File: src/rtl/dser_out_pkg.sv
package dser_out_pkg;
  typedef enum logic [1:0] {
    CLK_RECOV = 2'b00,
    CLK_OSC   = 2'b01,
    CLK_LOW   = 2'b10,
    CLK_HIGH  = 2'b11
  } clk_src_e;
endpackage

File: src/rtl/dser_lock_sync.sv
module dser_lock_sync #(
  parameter int STAGES = 2
) (
  input  logic clk,
  input  logic rst_n,
  input  logic lock_i,
  output logic lk_o,
  output logic fall_o
);
  logic [STAGES-1:0] chain_q, chain_d;
  logic              prev_q, prev_d;

  generate
    if (STAGES == 1) begin : g_one
      always_comb chain_d = lock_i;
    end else begin : g_many
      always_comb chain_d = {chain_q[STAGES-2:0], lock_i};
    end
  endgenerate

  always_comb prev_d = chain_q[STAGES-1];

  always_ff @(posedge clk or negedge rst_n) begin
    if (!rst_n) begin
      chain_q <= '0;
      prev_q  <= 1'b0;
    end else begin
      chain_q <= chain_d;
      prev_q  <= prev_d;
    end
  end

  assign lk_o   = chain_q[STAGES-1];
  assign fall_o = prev_q & ~chain_q[STAGES-1];

  // a reported fall always follows a cycle of synchronized lock high
  p_fall_after_high_r6: assert property (@(posedge clk) disable iff (!rst_n)
    fall_o |-> (!lk_o && $past(lk_o)));
endmodule

File: src/rtl/dser_strap_cap.sv
module dser_strap_cap (
  input  logic clk,
  input  logic rst_n,
  input  logic pwr_on_i,
  input  logic strap_i,
  output logic powered_o,
  output logic rise_o,
  output logic mode_en_o
);
  logic pwr_q, pwr_d;
  logic mode_q, mode_d;

  always_comb begin
    pwr_d  = pwr_on_i;
    mode_d = mode_q;
    if (!pwr_on_i)          mode_d = 1'b0;
    else if (!pwr_q)        mode_d = strap_i;
  end

  always_ff @(posedge clk or negedge rst_n) begin
    if (!rst_n) begin
      pwr_q  <= 1'b0;
      mode_q <= 1'b0;
    end else begin
      pwr_q  <= pwr_d;
      mode_q <= mode_d;
    end
  end

  assign rise_o    = pwr_on_i & ~pwr_q;
  assign powered_o = pwr_on_i & pwr_q;
  assign mode_en_o = mode_q;

  // once captured, the mode stays put while power stays on
  p_strap_held_r2: assert property (@(posedge clk) disable iff (!rst_n)
    (pwr_on_i && pwr_q) |=> $stable(mode_en_o));
endmodule

File: src/rtl/dser_hold_latch.sv
module dser_hold_latch (
  input  logic clk,
  input  logic rst_n,
  input  logic pwr_on_i,
  input  logic pwr_rise_i,
  input  logic strap_i,
  input  logic mode_en_i,
  input  logic lk_i,
  input  logic fall_i,
  input  logic rearm_i,
  input  logic release_i,
  output logic hold_active_o
);
  logic held_q, held_d;

  always_comb begin
    held_d = held_q;
    if (!pwr_on_i)                held_d = 1'b0;
    else if (pwr_rise_i)          held_d = strap_i;
    else if (!mode_en_i)          held_d = 1'b0;
    else if (fall_i)              held_d = 1'b1;
    else if (rearm_i && lk_i)     held_d = 1'b1;
    else if (release_i && lk_i)   held_d = 1'b0;
  end

  always_ff @(posedge clk or negedge rst_n) begin
    if (!rst_n) held_q <= 1'b0;
    else        held_q <= held_d;
  end

  assign hold_active_o = held_q | (mode_en_i & ~lk_i);

  // no release happens while the link is unlocked
  p_no_release_unlocked_r5: assert property (@(posedge clk) disable iff (!rst_n)
    (held_q && !lk_i && pwr_on_i) |=> held_q);
  // a lock fall in hold-low mode re-arms the hold
  p_fall_rearms_r6: assert property (@(posedge clk) disable iff (!rst_n)
    (fall_i && mode_en_i && pwr_on_i && !pwr_rise_i) |=> held_q);
  // re-arm wins over a simultaneous release
  p_rearm_wins_r7: assert property (@(posedge clk) disable iff (!rst_n)
    (rearm_i && release_i && lk_i && mode_en_i && pwr_on_i && !pwr_rise_i) |=> held_q);
endmodule

File: src/rtl/dser_out_mux.sv
module dser_out_mux
  import dser_out_pkg::*;
#(
  parameter int DATA_W = 24,
  parameter int CTRL_W = 3,
  parameter int OSC_W  = 3
) (
  input  logic              powered_i,
  input  logic              hold_active_i,
  input  logic              lk_i,
  input  logic              oss_high_i,
  input  logic [OSC_W-1:0]  osc_sel_i,
  input  logic [DATA_W-1:0] rx_data_i,
  input  logic [CTRL_W-1:0] rx_ctrl_i,
  output logic [DATA_W-1:0] data_o,
  output logic              data_oe_o,
  output logic [CTRL_W-1:0] ctrl_o,
  output logic              ctrl_oe_o,
  output logic              clk_oe_o,
  output clk_src_e          clk_src_o,
  output logic [OSC_W-1:0]  osc_code_o
);
  always_comb begin
    data_o     = '0;
    data_oe_o  = 1'b0;
    ctrl_o     = '0;
    ctrl_oe_o  = 1'b0;
    clk_oe_o   = 1'b0;
    clk_src_o  = CLK_LOW;
    osc_code_o = '0;
    if (powered_i) begin
      if (hold_active_i) begin
        data_oe_o = 1'b1;
        ctrl_oe_o = 1'b1;
        clk_oe_o  = 1'b1;
      end else if (lk_i) begin
        data_o    = rx_data_i;
        ctrl_o    = rx_ctrl_i;
        data_oe_o = 1'b1;
        ctrl_oe_o = 1'b1;
        clk_oe_o  = 1'b1;
        clk_src_o = CLK_RECOV;
      end else begin
        if (oss_high_i) begin
          data_o    = '1;
          ctrl_o    = '1;
          data_oe_o = 1'b1;
          ctrl_oe_o = 1'b1;
          clk_oe_o  = 1'b1;
          clk_src_o = CLK_HIGH;
        end
        if (osc_sel_i != '0) begin
          clk_oe_o   = 1'b1;
          clk_src_o  = CLK_OSC;
          osc_code_o = osc_sel_i;
        end
      end
    end
  end
endmodule

File: src/rtl/dser_out_ctrl.sv
module dser_out_ctrl
  import dser_out_pkg::*;
#(
  parameter int DATA_W      = 24,
  parameter int CTRL_W      = 3,
  parameter int OSC_W       = 3,
  parameter int SYNC_STAGES = 2
) (
  input  logic              clk,
  input  logic              rst_n,
  input  logic              pwr_on_i,
  input  logic              hold_strap_i,
  input  logic              lock_async_i,
  input  logic              oss_high_i,
  input  logic [OSC_W-1:0]  osc_sel_i,
  input  logic              hold_rearm_i,
  input  logic              hold_release_i,
  input  logic [DATA_W-1:0] rx_data_i,
  input  logic [CTRL_W-1:0] rx_ctrl_i,
  output logic [DATA_W-1:0] out_data_o,
  output logic              out_data_oe_o,
  output logic [CTRL_W-1:0] out_ctrl_o,
  output logic              out_ctrl_oe_o,
  output logic              out_clk_oe_o,
  output logic [1:0]        out_clk_src_o,
  output logic [OSC_W-1:0]  osc_code_o,
  output logic              lock_o
);
  logic     lk, lk_fall;
  logic     powered, pwr_rise, mode_en;
  logic     hold_active;
  clk_src_e clk_src;

  dser_lock_sync #(.STAGES(SYNC_STAGES)) u_sync (
    .clk    (clk),
    .rst_n  (rst_n),
    .lock_i (lock_async_i),
    .lk_o   (lk),
    .fall_o (lk_fall)
  );

  dser_strap_cap u_strap (
    .clk       (clk),
    .rst_n     (rst_n),
    .pwr_on_i  (pwr_on_i),
    .strap_i   (hold_strap_i),
    .powered_o (powered),
    .rise_o    (pwr_rise),
    .mode_en_o (mode_en)
  );

  dser_hold_latch u_hold (
    .clk           (clk),
    .rst_n         (rst_n),
    .pwr_on_i      (pwr_on_i),
    .pwr_rise_i    (pwr_rise),
    .strap_i       (hold_strap_i),
    .mode_en_i     (mode_en),
    .lk_i          (lk),
    .fall_i        (lk_fall),
    .rearm_i       (hold_rearm_i),
    .release_i     (hold_release_i),
    .hold_active_o (hold_active)
  );

  dser_out_mux #(.DATA_W(DATA_W), .CTRL_W(CTRL_W), .OSC_W(OSC_W)) u_mux (
    .powered_i     (powered),
    .hold_active_i (hold_active),
    .lk_i          (lk),
    .oss_high_i    (oss_high_i),
    .osc_sel_i     (osc_sel_i),
    .rx_data_i     (rx_data_i),
    .rx_ctrl_i     (rx_ctrl_i),
    .data_o        (out_data_o),
    .data_oe_o     (out_data_oe_o),
    .ctrl_o        (out_ctrl_o),
    .ctrl_oe_o     (out_ctrl_oe_o),
    .clk_oe_o      (out_clk_oe_o),
    .clk_src_o     (clk_src),
    .osc_code_o    (osc_code_o)
  );

  assign out_clk_src_o = clk_src;
  assign lock_o        = powered & lk;

  // powered down means every group floats
  p_pwrdn_float_r1: assert property (@(posedge clk) disable iff (!rst_n)
    !pwr_on_i |-> (!out_data_oe_o && !out_ctrl_oe_o && !out_clk_oe_o && !lock_o));
  // hold-low mode while unlocked drives zeros whatever oss_high_i says
  p_hold_low_r3: assert property (@(posedge clk) disable iff (!rst_n)
    (powered && mode_en && !lk) |-> (out_data_oe_o && out_data_o == '0 &&
                                      out_ctrl_o == '0 && out_clk_src_o == 2'b10));
  // oscillator select takes the clock when unlocked outside hold-low mode
  p_osc_clock_r10: assert property (@(posedge clk) disable iff (!rst_n)
    (powered && !mode_en && !lk && osc_sel_i != '0) |->
      (out_clk_oe_o && out_clk_src_o == 2'b01 && osc_code_o == osc_sel_i));
endmodule

File: config.mk
export PLATFORM = sky130hd
export DESIGN_NAME = dser_out_ctrl
export DESIGN_NICKNAME = d
export VERILOG_FILES = /design/src/rtl/dser_out_pkg.sv /design/src/rtl/dser_lock_sync.sv /design/src/rtl/dser_strap_cap.sv /design/src/rtl/dser_hold_latch.sv /design/src/rtl/dser_out_mux.sv /design/src/rtl/dser_out_ctrl.sv
export SDC_FILE = /design/constraint.sdc
export NUM_CORES = 1
export LEC_CHECK = 0
export ABC_AREA = 1
export BUFFER_PORTS_ARGS = -buffer_cell sky130_fd_sc_hd__buf_2
export CAP_MARGIN = 10
export CORE_AREA = 2 2 45 47
export CTS_CLUSTER_SIZE = 28
export DETAILED_ROUTE_END_ITERATION = 10
export DIE_AREA = 0 0 47 49
export PLACE_DENSITY = 0.79
export SYNTH_ARGS = -nofsm -noshare
export SYNTH_HDL_FRONTEND = slang
export SYNTH_SLANG_ARGS = --single-unit
File: constraint.sdc
create_clock -name clk -period 1.8 [get_ports clk]
set_input_delay 0.18 -clock clk [delete_from_list [all_inputs] [get_ports clk]]
set_output_delay 0.18 -clock clk [all_outputs]
set_load 0.01 [all_outputs]
# Word-level counts from Yosys, hierarchy flattened
# Cells that the tools add are included.
# totals
out_inout_bits	36
input_bits	38
register_bits	6
elab_cells	51
# op_classes
muxes	33
n_eq_ne	2
bitwise_logic	8
reduce_logical	3
# op_table
op	count
$mux W24	4
$mux W3	8
$mux W1	17
$mux W2	4
$ne A6 B4 Y1 const B	1
$and A1 B1 Y1	5
$reduce_bool A3 Y1	1
$logic_and A1 B1 Y1	2
$ne A2 B2 Y1 const B	1
$not A1 Y1	2
$or A1 B1 Y1	1

# Depth between registers and ports, before layout
# Gate-level depths: netlist of run 1.
# logic_depth
depth_word	7
mapped_depth	5
depth_no_buf	5

# Cells and area by module
# Synthesis of run 1 repeated with hierarchy kept, for this count alone.
# unflattened
hier_cells	122
hier_area_um2	649.4
# modules_own_cells
mod	seq_area_each_um2	n_inst	area_per_inst_um2	cells_per_inst
dser_out_mux	0.0	1	381.6	88
dser_hold_latch	25.0	1	92.6	17
dser_lock_sync	75.1	1	85.1	5
dser_strap_cap	50.0	1	82.6	10
dser_out_ctrl	0.0	1	7.5	2

# Least setup slack after synthesis of run 1
# Ideal clock, no wire load.
# synth_path
path_kind	register to output
startpoint	register u_sync.chain_q[1]
endpoint	output out_data_o[10]
required_ns	1.620
stages_incl_launch_ff	5
arrival_ns	1.101
n_path_buf	1
slack_ns	0.519
cell_sequence	dfrtp_1 nor2_2 buf_2 a21oi_1 nor2_1
# synth_via
elab_chain_cells	5
elab_cells_between_ends	6
cone_classes	mux: 3; bitwise: 3
# synth_rtl
element	line	text
start, declared	dser_lock_sync.sv:10	logic [STAGES-1:0] chain_q, chain_d;
start signal, assigned	dser_lock_sync.sv:28	chain_q <= chain_d;
$not A1 Y1	dser_hold_latch.sv:31	assign hold_active_o = held_q | (mode_en_i & ~lk_i);
$and A1 B1 Y1	dser_hold_latch.sv:31	
$or A1 B1 Y1	dser_hold_latch.sv:31	
$mux W24 *	dser_out_mux.sv:32	if (hold_active_i) begin
$mux W24 *	dser_out_mux.sv:31	if (powered_i) begin
end, declared	dser_out_ctrl.sv:20	output logic [DATA_W-1:0] out_data_o,
# Every way passes the cells marked *; elsewhere a longest branch is shown, timed or not.

# Final worst setup path of run 1
# layout_path
startpoint	register u_sync.chain_q[1]
endpoint	output out_data_o[15]
# The elaborated chain is that of the path after synthesis.

==> results_dict.tcl, run 1 <==
set metrics [dict create \
    synth_fp_nets 144 \
    antenna_left 0 \
    p_leak_nw 0.630 \
    area_growth_pct 66.8 \
    dp_slack_ns 0.357 \
    synth_area_leaders "dfrtp_1, a21oi_1, nor2_1, inv_1, nand3_1" \
    vias 940 \
    worstPathArrival_ns 1.50 \
    routedWlPerCell_um 9.52 \
    yosys.area_share.simple 0.371 \
    synthMuxAreaShare 0 \
    cp.required_ns 1.62 \
    crit_fanout 14 \
    synth-main-ff-cell "dfrtp_1" \
    ys_ff_latch 6 \
    drcViolationCount 0 \
    start_util 0.334 \
    fmax_mhz 597 \
    grt_pass1_vias 726 \
    synth.most_common_cell "nor2_1" \
    fin_nets 218 \
    syn-cell-area_um2 614 \
    synthAdderAreaFrac 0 \
    clk_pin_slew_ns 0.05 \
    use_met3 0.0185 \
    fin_skew_ns 0.00476 \
    yosys_warnings 0 \
    drive_above_1_share 0.461 \
    setup_viol 0 \
    synth.distinct_cells 15 \
    async_flop_share 1.00 \
    gp_congestion 0.713 \
    cts_made_buffers 3 \
    synthCells 106 \
    overflow 0 \
    port_buffers 73 \
    dr.pass1.iters 4 \
    hpwl_mm 1.50 \
    ys_top_cells_by_count "nor2_1, a21oi_1, inv_1" \
    p_per_area_nw_per_um2 449 \
    cts_tree "built" \
    outcome "completed" \
    clk_path_buf_depth 2 \
    core_area_um2 1840 \
    placed_cells 200 \
    diodes 0 \
    fin_crit_ns 1.68 \
    gr-max-usage-layer "met2" \
    yosysSeqAreaShare 0.244 \
    peakVddDrop_mv 0.442 \
    synth_top_area_cell "dfrtp_1" \
    grt_use_met1 0.137 \
    synth_compound_area_frac 0.236 \
    antenna_found_initial 0 \
    grt_use_total 0.143 \
    synth_edf_count 0 \
    root_buffer "clkbuf_4" \
    drv_slew 0 \
    grt_use_met2 0.272 \
    avgSynthCellArea_um2 5.80 \
    worstSetupPathType "reg2out" \
    fillCellCount 188 \
    synth_xor_area_frac 0 \
    period_share 0.931 \
    post-synth-top-area-fraction 0.244 \
    synth_top_family_by_area "simple AND/OR/NAND/NOR gates" \
    clk_latency_ns 0.24 \
    cts_sinks 6 \
    finalNonFillerCells 205 \
    hold_viol 0 \
    die_h_um 49 \
    maxSlewHeadroom 0.825 \
    cap_viol_max_count 0 \
    cp-end-kind "primary output" \
    min_path_type "in2reg" \
    tightest_slew_ns 0.262 \
    fin_ws_ns 0.124 \
    die_x_um 47 \
    grt_pass1_wl_mm 2.56 \
    vias_per_cell 4.59 \
    grt_max_degree 28 \
    ios 74 \
    finalWirelength_mm 1.95 \
    dieArea_um2 2300 \
    setup.worst_path.start_class "flip-flop" \
    htreeDepth 1 \
    drt_iter0_drc 9 \
    rsz0062_at_grt "yes" \
    std_cell_rows 16 \
    final_util 0.556 \
]
==> path summary, 6_finish.rpt <==
check | startpoint | to | slack [ns] | cells past startpoint
worst max-delay path | u_sync.chain_q[1] | out_data_o[15] | 0.12 | 5
worst min register to register | u_sync.chain_q[0] | u_sync.chain_q[1] | 0.34 | 0
worst max register to register | u_sync.chain_q[1] | u_hold.held_q | 0.90 | 5
worst min-delay path | lock_async_i | u_sync.chain_q[0] | 0.04 | 1
max in group asynchronous | rst_n | u_strap.mode_en_o | 1.37 | 2
min in group asynchronous | rst_n | u_sync.chain_q[0] | 0.29 | 2
==> cells by family (layout without fill, tap and decap cells) <==
group / count (synthesis) / count (layout)
simple gates: 53 / 54
flops: 6 / 6
compound gates: 29 / 29
buf+inv: 18 / 89
==> layout make-up <==
type,instances,area (µm²),area share
Sequential cell,6,150,0.147
Tap cell,27,33.8,0.0330
Multi-Input combinational cell,83,390,0.381
Timing Repair Buffer,76,390,0.381
Clock buffer,3,22.5,0.0220
Inverter,10,37.5,0.0366
==> sequential cells by signal (all words and copies together), names as in the netlist <==
name and count:
u_sync.chain_q 2, u_hold.held_q 1, u_strap.mode_en_o 1, u_strap.pwr_q 1
u_sync.prev_q 1
==> timing repair <==
action,CTS,global route
endpoints found under the hold margin,6,0
buffers inserted,0,0
hold buffers,1,0
resized for setup,0,1
endpoints found under the setup margin,0,6
==> through the flow <==
| stage | hold WS [ns] | instance area, µm² | total power, mW | TNS (ns) |
|---|---|---|---|---|
| 4_1_cts | 0.0359 | 1010 | 0.462 | 0 |
| 6_report | 0.0423 | 1020 | 0.460 | 0 |
| 3_5_place_dp | 0.00769 | 975 | 0.335 | 0 |
| 3_3_place_gp | 0.00546 | 975 | 0.329 | 0 |
| 5_1_grt | 0.0312 | 1020 | 0.497 | -0.000654 |
| 2_1_floorplan | -0.116 | 614 | 0.258 | 0 |
==> worst max-delay path, cell delays in order (launching register included) <==
cell     delay (ns)
dfrtp_1        0.45
inv_2          0.09
nand2_1        0.20
nand3_4        0.20
nor2_1         0.16
buf_2          0.14
==> layout by cell type, fill, tap and decap left out <==
cell,n
a21oi_1,27
buf_2,73
buf_4,2
clkbuf_4,3
dfrtp_1,6
dlygate4sd3_1,1
inv_1,9
inv_2,1
nand2_1,7
nand3_1,6
nand3_4,2
nand4_1,2
nor2_1,36
nor2_2,1
o21ai_0,2
==> where the power goes <==
group / switching (mW) / internal (mW) / leakage [nW]
sequential: 0.00454 / 0.143 / 0.0726
combinational: 0.108 / 0.0837 / 0.543
clock: 0.0450 / 0.0752 / 0.0138
total: 0.158 / 0.302 / 0.630
==> metal layers <==
metal,part of all wire,vias up
met3,0.098,0
li1,-,489
met1,0.40,402
met2,0.51,49
met4,0,0
met5,0,-
Power figures use the tool's default switching activity.
==> inputs of run 2 (changes only) <==
--- a/config.mk
+++ b/config.mk
@@ -8,5 +8,4 @@
 export ABC_AREA = 1
 export BUFFER_PORTS_ARGS = -buffer_cell sky130_fd_sc_hd__buf_2
-export CAP_MARGIN = 10
 export CORE_AREA = 2 2 45 47
 export CTS_CLUSTER_SIZE = 28
==> constraint.sdc (replaced) <==
create_clock -name clk -period 2 [get_ports clk]
set_input_delay 0.6 -clock clk [delete_from_list [all_inputs] [get_ports clk]]
set_output_delay 0.6 -clock clk [all_outputs]
set_load 0.01 [all_outputs]
==> run 2 against run 1 <==
Register-to-register slack better by 0.03 ns; die area unchanged; largest power group unchanged; routed wire length up 22%; sequential power down 9%; via count up 9.6%; worst hold slack better by 0.13 ns; clock power down 12%; count of clock-buffer cells in the layout unchanged; clock skew down 0.0045 ns; first-iteration DRC count up 78%; combinational power up 17%.
==> results_dict.tcl, run 2 (synthesized netlist as in run 1, its figures left out) <==
set metrics [dict create \
    vias 1030 \
    start_util 0.334 \
    critical-path-top-delay-family "buffers and inverters" \
    cp_cell_sequence "buf_6 > nor2_4 > buf_6 > a21oi_2 > nor2_1 > buf_2" \
    r2r_slack_ns 0.93 \
    clockPowerShare 0.226 \
    dp_slack_ns -0.0466 \
    final_util 0.660 \
    min_path_type "in2async" \
    fillCellCount 191 \
    cap_viol_max_count 0 \
    largest_reg_flops 2 \
    final_common_cell "buf_2" \
    gp_congestion 0.818 \
    largest_register "u_sync.chain_q" \
    ios 74 \
    maxSlewHeadroom 0.883 \
    worstPathArrival_ns 1.36 \
    fin_skew_ns 0.000246 \
    antenna_left 0 \
    drt_iter0_drc 16 \
    cts_sinks 6 \
    placed_cells 203 \
    overflow 0 \
    die_x_um 47 \
    drcViolationCount 0 \
    diodes 0 \
    p_comb_frac 0.484 \
    port_buffers 73 \
    internal_power_mw 0.301 \
    crit_slowest_cell "dfrtp_1" \
    dr.pass1.iters 4 \
    fmax_mhz 509 \
    cts_made_buffers 3 \
    critPathBufInv 3 \
    period_share 0.982 \
    hold_viol 0 \
    outcome "completed" \
    crit_path_start "u_sync.chain_q[1]" \
    clk_latency_ns 0.23 \
    power_frac_seq 0.290 \
    peakVddDrop_mv 0.356 \
    max_stage_delay_ns 0.39 \
    cp.required_ns 1.40 \
    fin_nets 230 \
    grt_max_degree 25 \
    clk_pin_slew_ns 0.04 \
    setup.worst_path.start_class "flip-flop" \
    setup_viol 0 \
    grt_pass1_wl_mm 3.28 \
    clk_path_buf_depth 2 \
    r2r_start "u_sync.chain_q[1]" \
    drive_above_1_share 0.547 \
    tightest_slew_ns 0.176 \
    switchingPower_mw 0.161 \
    antenna_found_initial 0 \
    grt_use_total 0.188 \
    dpl_cell_area_um2 1010 \
    worstSetupPathType "reg2out" \
    routedWlPerCell_um 10.9 \
    core_area_um2 1840 \
    htreeDepth 1 \
    dieArea_um2 2300 \
    std_cell_rows 16 \
    ctsHoldBuffers 0 \
    finalHoldWorstSlack_ns 0.177 \
    p_per_area_nw_per_um2 380 \
    rsz0062_at_grt "yes" \
    fin_crit_ns 1.96 \
    cts_tree "built" \
    area_growth_pct 98.0 \
    fin_area_um2 1220 \
    final_cell_mix "buf_2, nor2_1, a21oi_1" \
    sw_frac_of_total 0.348 \
    crit_fanout 7 \
    drv_slew 0 \
    path_common_cell "buf_6" \
    cp-end-kind "primary output" \
    die_h_um 49 \
    hpwl_mm 1.55 \
    vias_per_cell 4.75 \
    root_buffer "clkbuf_4" \
    finalNonFillerCells 217 \
    p_leak_nw 0.714 \
    finalWirelength_mm 2.37 \
    fin_ws_ns 0.0357 \
    grt_pass1_vias 834 \
]
[run 2: final timing paths]
kind | cells past startpoint | to
setup / recovery | 6 | out_data_o[13]
hold / removal | 1 | u_sync.prev_q
setup reg to reg | 6 | u_hold.held_q
hold reg to reg | 0 | u_sync.chain_q[1]
max in group asynchronous | 1 | u_strap.mode_en_o
min in group clk | 0 | u_sync.chain_q[1]
[run 2: power by group through the flow]
| stage | Clock [mW] | Sequential, mW | Combinational (mW) |
|---|---|---|---|
| finish | 0.105 | 0.134 | 0.224 |
| global route | 0.120 | 0.134 | 0.245 |
| CTS | 0.112 | 0.133 | 0.208 |
| detailed placement | 0 | 0.134 | 0.175 |
| global placement | 0 | 0.133 | 0.171 |
| floorplan | 0 | 0.133 | 0.0989 |
[run 2: per-stage QoR]
step | TNS, ns | total power, mW
2_1_floorplan | 0 | 0.232
3_3_place_gp | -0.00969 | 0.304
3_5_place_dp | -0.647 | 0.309
4_1_cts | -0.689 | 0.452
5_1_grt | -0.228 | 0.499
6_report | 0 | 0.462
[run 2: repair_timing]
item / in CTS / in global routing
setup buffers: 4 / 5
cloned: 3 / 2
setup endpoints to repair: 29 / 33
pin swaps: 2 / 10
gates resized for setup: 11 / 17
[run 2: cell type report]
class | instances | area [µm²] | area share
tap | 27 | 33.8 | 0.0278
multi-input combinational | 85 | 455 | 0.374
inverter | 10 | 46.3 | 0.0381
clock buffer | 3 | 22.5 | 0.0185
timing repair buffer | 86 | 508 | 0.418
sequential | 6 | 150 | 0.123
[run 2: routing by layer]
| layer | vias to the layer above | track usage | share of wire |
|---|---|---|---|
| li1 | 517 | - | - |
| met1 | 462 | 0.195 | 0.37 |
| met2 | 51 | 0.374 | 0.55 |
| met3 | 0 | 0 | 0.083 |
| met4 | 0 | 0.0602 | 0 |
| met5 | - | 0 | 0 |
==> inputs of run 3 (changes only) <==
ABC_AREA = unset   (was 1)
CORE_AREA = 2 2 46 48   (was 2 2 45 47)
DIE_AREA = 0 0 48 50   (was 0 0 47 49)
GPL_ROUTABILITY_DRIVEN = 0   (was unset)
==> run 3 against run 2 <==
The flow now finishes with violations (setup timing); core utilization shrank 3.4 points; register-to-register slack lost 0.13 ns; critical path type is now in2out; global-route usage shrank 1.7 points; count of clock-buffer cells in the layout is the same; non-clock buffer count shrank 5.
==> results_dict.tcl, run 3 <==
set metrics [dict create \
    fin_crit_ns 2.07 \
    synth_edf_count 0 \
    grt_pass1_vias 766 \
    peakVddDrop_mv 0.350 \
    outcome "finished, violations left" \
    synthCells 94 \
    grt_max_degree 31 \
    setup.worst_path.start_class "input port" \
    ys_ff_latch 6 \
    synth.distinct_cells 21 \
    tightest_slew_ns 0.343 \
    cts_tree "built" \
    maxSlewHeadroom 0.769 \
    hpwl_mm 1.60 \
    diodes 0 \
    dieArea_um2 2400 \
    clk_latency_ns 0.24 \
    vias 902 \
    fmax_mhz 482 \
    grt_pass1_wl_mm 3.06 \
    start_util 0.350 \
    cp.required_ns 1.40 \
    overflow 0 \
    p_leak_nw 0.641 \
    rsz0062_at_grt "yes" \
    synth.most_common_cell "nand2_1" \
    worstSetupPathType "in2out" \
    async_flop_share 1.00 \
    root_buffer "clkbuf_4" \
    crit_fanout 4 \
    antenna_found_initial 0 \
    port_buffers 73 \
    routedWlPerCell_um 11.4 \
    area_growth_pct 78.9 \
    syn-cell-area_um2 666 \
    ff2ff_path_depth 4 \
    avgSynthCellArea_um2 7.08 \
    ys_top_cells_by_count "nand2_1, a21oi_2, a21oi_1" \
    drv_slew 0 \
    cts_sinks 6 \
    drcViolationCount 0 \
    yosys_warnings 0 \
    finalHoldWorstSlack_ns 0.172 \
    fin_nets 209 \
    grt_use_total 0.171 \
    cts_made_buffers 3 \
    dr.pass1.iters 3 \
    synth_top_area_cell "a21oi_2" \
    worstPathArrival_ns 1.47 \
    antenna_left 0 \
    die_h_um 50 \
    largest_reg_flops 2 \
    synth-main-ff-cell "dfrtp_1" \
    fin_skew_ns 0.00242 \
    final_common_cell "buf_2" \
    final_cell_mix "buf_2, nand2_1, a21oi_2" \
    htreeDepth 1 \
    core_area_um2 1900 \
    violations "setup timing" \
    setup_viol 28 \
    hold_viol 0 \
    cp-end-kind "primary output" \
    fin_ws_ns -0.0739 \
    drive_above_1_share 0.680 \
    largest_register "u_sync.chain_q" \
    ios 74 \
    clk_pin_slew_ns 0.04 \
    p_per_area_nw_per_um2 377 \
    min_path_type "in2async" \
    clk_path_buf_depth 2 \
    die_x_um 48 \
    setup_tns_ns -1.18 \
    finalWirelength_mm 2.24 \
    period_share 1.04 \
    post-synth-top-area-fraction 0.263 \
    std_cell_rows 16 \
    vias_per_cell 4.60 \
    synth_area_leaders "a21oi_2, dfrtp_1, nand2_1, a21oi_1, buf_2" \
    cap_viol_max_count 0 \
    synth_fp_nets 132 \
    drt_iter0_drc 5 \
    yosysSeqAreaShare 0.226 \
]
run 3: logic make-up (layout without fill, tap and decap cells):
group,after synthesis,in the layout,synth area share
flip-flops,6,6,0.226
AND/OR/NAND/NOR,44,44,0.295
AO/OA/AOI/OAI,33,33,0.374
buffers and inverters,11,86,0.105
run 3: stage by stage:
stage | instance area [µm²] | utilization | setup slack [ns] | power, mW | instances
floorplan | 666 | - | 0.0397 | 0.236 | 94
global placement | 1080 | 0.568 | -0.0808 | 0.316 | 192
detailed placement | 1080 | 0.568 | -0.106 | 0.322 | 192
CTS | 1120 | 0.589 | -0.0683 | 0.438 | 195
global route | 1190 | 0.626 | -0.138 | 0.483 | 196
finish | 1190 | 0.626 | -0.0739 | 0.449 | 196
run 3: path summary, 6_finish.rpt:
kind                                          end              start  slack [ns]
worst max-delay path             out_clk_src_o[1]           pwr_on_i       -0.07
worst min-delay path            u_strap.mode_en_o              rst_n        0.17
max in group asynchronous       u_sync.chain_q[0]              rst_n        1.69
worst min register to register  u_sync.chain_q[1]  u_sync.chain_q[0]        0.35
min in group clk                u_sync.chain_q[1]  u_sync.chain_q[0]        0.35
worst max register to register      u_hold.held_q  u_sync.chain_q[1]        0.80
run 3: what timing repair did:
action,4_1_cts,5_1_grt
setup endpoints to repair,32,32
gates resized for setup,5,9
hold buffers,0,0
pin swaps,0,0
gates cloned,0,1
buffers inserted,0,0
run 3: cell type report:
type,instances,area [µm²]
fillers,173,711
multi-input cells,77,493
repair buffers,81,484
flip-flops and latches,6,150
well taps,27,33.8
clock buffers,3,22.5
inverters,2,7.51
run 3: layer usage:
layer / up-vias / share of wire / GRT usage
met4: 0 / 0 / 0.0495
met3: 0 / 0.046 / 0.0220
met5: - / 0 / 0
li1: 465 / - / -
met1: 408 / 0.40 / 0.175
met2: 29 / 0.55 / 0.331
run 3: where the power goes:
part           total [mW]  internal [mW]  switching [mW]
Combinational       0.209         0.0987           0.110
Sequential          0.133          0.128         0.00507
Clock               0.106         0.0675          0.0389
Total               0.449          0.294           0.154
run 3: critical path, cell delays in order:
cell and delay, ns:
buf_6 0.08, nand2_2 0.06, a211o_4 0.31, buf_4 0.14, a21o_1 0.15, buf_2 0.14
